[config.mk]
export PLATFORM = sky130hd
export DESIGN_NAME = ecc_fix_table
export DESIGN_NICKNAME = d
export VERILOG_FILES = /design/src/rtl/ecc_fix_table.sv
export SDC_FILE = /design/constraint.sdc
export NUM_CORES = 1
export LEC_CHECK = 0
export ABC_AREA = 1
export BUFFER_PORTS_ARGS = -buffer_cell sky130_fd_sc_hd__buf_2
export CAP_MARGIN = 20
export CORE_UTILIZATION = 58
export CTS_CLUSTER_SIZE = 28
export DETAILED_ROUTE_END_ITERATION = 7
export HOLD_SLACK_MARGIN = 0.03
export PLACE_DENSITY = 0.95
export SYNTH_ARGS = -nofsm -noshare
export SYNTH_HDL_FRONTEND = slang
export SYNTH_SLANG_ARGS = --single-unit
export TNS_END_PERCENT = 100
[constraint.sdc]
create_clock -name clk -period 2.9 [get_ports clk]
set_input_delay 0.435 -clock clk [delete_from_list [all_inputs] [get_ports clk]]
set_output_delay 0.435 -clock clk [all_outputs]
set_load 0.005 [all_outputs]
[src/rtl/ecc_fix_table.sv]
module ecc_fix_table #(
  parameter int NUM_CHUNKS = 2,
  parameter int CHUNK_W    = 1,
  parameter int BYTE_W     = 8,
  parameter int BIT_W      = 3,
  parameter int DATA_W     = 8
) (
  input  logic                      clk,
  input  logic                      rst,
  input  logic                      upd_valid,
  input  logic [CHUNK_W-1:0]        upd_chunk,
  input  logic                      upd_fixable,
  input  logic [BYTE_W-1:0]         upd_byte,
  input  logic [BIT_W-1:0]          upd_bit,
  input  logic                      fix_valid,
  input  logic [CHUNK_W+BYTE_W-1:0] fix_index,
  input  logic [DATA_W-1:0]         fix_data,
  output logic                      fix_out_valid,
  output logic [DATA_W-1:0]         fix_out
);
  logic              ent_ok   [NUM_CHUNKS];
  logic [BYTE_W-1:0] ent_byte [NUM_CHUNKS];
  logic [BIT_W-1:0]  ent_bit  [NUM_CHUNKS];

  for (genvar g = 0; g < NUM_CHUNKS; g++) begin : g_entry
    always_ff @(posedge clk) begin
      if (rst) begin
        ent_ok[g]   <= 1'b0;
        ent_byte[g] <= '0;
        ent_bit[g]  <= '0;
      end else if (upd_valid && upd_chunk == CHUNK_W'(g)) begin
        ent_ok[g]   <= upd_fixable;
        ent_byte[g] <= upd_byte;
        ent_bit[g]  <= upd_bit;
      end
    end
  end

  logic [CHUNK_W-1:0] sel;
  logic [DATA_W-1:0]  flip;

  always_comb begin
    sel  = fix_index[BYTE_W +: CHUNK_W];
    flip = '0;
    for (int c = 0; c < NUM_CHUNKS; c++) begin
      if (sel == CHUNK_W'(c) && ent_ok[c] && ent_byte[c] == fix_index[BYTE_W-1:0])
        flip = DATA_W'(1) << ent_bit[c];
    end
  end

  always_ff @(posedge clk) begin
    if (rst) begin
      fix_out_valid <= 1'b0;
      fix_out       <= '0;
    end else begin
      fix_out_valid <= fix_valid;
      if (fix_valid) fix_out <= fix_data ^ flip;
    end
  end

  assert_single_flip_R8: assert property (@(posedge clk) disable iff (rst)
    fix_out_valid |-> ($countones(fix_out ^ $past(fix_data)) <= 1));
  assert_table_empty_R11: assert property (@(posedge clk) disable iff (rst)
    $past(rst) |-> (fix_out == $past(fix_data) || !fix_out_valid));
endmodule

==> results.cfg <==
[place]
place_ws_ps = 1030
port-buffer-count = 42
gp_congestion = 0.791
hpwl_mm = 3.06

[sta]
worstMarginPinSlew_ps = 900
fin_crit_sh_pct = 54.4
maxSlewViolCount = 0
hold_viol_final = 0
fin_skew_ps = 7.55
setup_viol = 0
setup_tns_ps = 0
hold_slack_ps = 415
relSlewSlack_pct = 39.4
setup_slack_ps = 1320
finalCriticalPeriod_ps = 1580
fmax_mhz = 634
rsz0062_at_grt = no

[grt]
grt_use_total_pct = 26.1
grt-ovfl-total = 0
grt_pass1_vias = 1658
grt_max_degree = 18
antenna_found_initial = 0
grt_pass1_wl_mm = 6.72

[clock_tree]
clock-sinks = 33
path_clk_slew_ps = 100
cts_setup_buffers = 0
root_buffer = clkbuf_4
htree_num_levels = 2
cts_buffer_depth = 2
cts_resized = 0
numCtsBuffers = 5
clk_latency_ps = 330
hold_buffers = 0
cts_tree = built

[worst_setup_path]
worstPathRequired_ps = 3140
crit_chain = nand2_1, nand2_1, nor2_1, nand2_1, nor2_4, nand3_1, nand3_1, nand3_1, nand2_1, inv_1
crit_path_start_kind = flip-flop
crit_type = flip-flop to flip-flop
crit_slowest_cell = edfxtp_1
critPathBufInv = 1
crit_family = simple AND/OR/NAND/NOR gates
cp_max_fo = 8
critPathCaptureType = flip-flop
slowest_delay_ps = 400
cp.arrival_ps = 1820
critPathMostFrequentCell = nand2_1

[cells_and_area]
multi_input_area_um2 = 762
areaGrowthSynthToFinish_pct = 15.8
nNetsFinal = 363
antenna_cells = 0
final_cell_mix = 76 x nand2_1, 60 x nor2_1, 58 x inv_1, 42 x buf_2, 34 x nand3_1
final_common_cell = nand2_1
fill_cells = 256
drive_gt1_share_pct = 16.7
regArea_um2 = 901

[power_and_ir_drop]
finalPower_uw = 963
powerDensity_nw_per_um2 = 433
leakagePower_nw = 1.27
max-vdd-ir-drop_mv = 0.319

[floorplanning]
io_pins = 43
die-area_um2 = 3550
die_h_um = 59.5
coreArea_um2 = 3100
rows = 20
die_x_um = 59.5
start_util_pct = 61.9

[synth]
ys_top_cells_by_area = edfxtp_1 38%, nand2_1 15%, nor2_1 12%, inv_1 11%, dfxtp_1 9.4%
ys_seq_area_share_pct = 46.9
syn_area_um2 = 1920
netlist_instances = 283
ys_types = 14
synth_fa_ha_area_share_pct = 0
syn_avg_cell_area_um2 = 6.79
synth_xor_xnor_area_share_pct = 0.456
synth_compound_area_share_pct = 0.521
synth_seq_cells = 33
yosys_warnings = 0
synth_top_family_by_area = simple AND/OR/NAND/NOR gates
synth_simple_gate_area_share_pct = 38.7
yosys.area.top_type = edfxtp_1
syn_nets = 317
synth_top_area_share_pct = 37.5
synth.area.mux_share_pct = 0

[hold_path]
holdCritPathClass = input pin to flip-flop

[routing]
vias = 1836
first_iter_violations = 88
drc = 0
wl_per_cell_um = 10.7
drt_wl_total_mm = 3.98
dr.pass1.iters = 4
ant_nets = 0
avgViaCountPerCell = 4.91

[flow_run]
drv_cap = 0

[status]
status = complete, no violations
-- where the power goes --
group,switching [mW],internal [mW]
clock network,0.141,0.0965
logic,0.0983,0.0614
registers,0.0215,0.544
-- path summary, 6_finish.rpt --
kind / start / to / slack, ps / cells after the start
setup / recovery: ent_byte[0][5] / fix_out[4] / 1320 / 10
hold reg to reg: fix_out[5] / fix_out[5] / 570 / 4
hold / removal: upd_byte[4] / ent_byte[1][4] / 410 / 3
setup reg to reg: ent_byte[0][5] / fix_out[4] / 1320 / 10
-- Yosys cell counts --
cell type	instances
dfxtp_1	9
nor2_4	2
inv_2	4
nor3_1	8
xor2_1	1
inv_1	58
nand2_1	76
nand3_1	34
edfxtp_1	24
nor2_1	60
buf_4	1
o21ai_0	2
clkbuf_1	2
buf_2	2
-- routing by layer --
layer | vias up | track usage (%) | wire length (um)
met5 | - | 0 | 0
met4 | 0 | 10.6 | 61
met3 | 5 | 6.11 | 190
met2 | 65 | 47.0 | 2070
met1 | 818 | 29.7 | 1660
li1 | 948 | - | -
-- stage by stage --
| stage | util (%) | area, um2 | cells |
|---|---|---|---|
| after floorplan | - | 1920 | 283 |
| after global placement | 70.1 | 2180 | 366 |
| after detailed placement | 70.1 | 2180 | 366 |
| after CTS | 71.7 | 2220 | 374 |
| after global routing | 71.7 | 2220 | 374 |
| final | 71.7 | 2220 | 374 |
-- layout make-up --
type / count / share of cell area, %
Sequential cell: 33 / 40.5
Multi-Input combinational cell: 183 / 34.3
Inverter: 62 / 10.5
Timing Repair Buffer: 44 / 10.1
Tap cell: 44 / 2.47
Clock buffer: 8 / 2.19
-- worst reg2reg max path: stages (launching register included) --
cell and delay [ps]:
edfxtp_1 400, nand2_1 90, nand2_1 50, nor2_1 120, nand2_1 130, nor2_4 220, nand3_1 140, nand3_1 130
nand3_1 110, nand2_1 80, inv_1 40
-- registers in the layout, indices dropped and copies added (netlist names) --
name and count:
ent_byte 16, fix_out 8, ent_ok 2, ent_bit 6, fix_out_valid 1
-- kinds of logic after synthesis --
kind of cell	count (synthesis)
compound gates	2
buf+inv	67
flops	33
xor+xnor	1
simple gates	180
(Power assumes the default switching activity.)
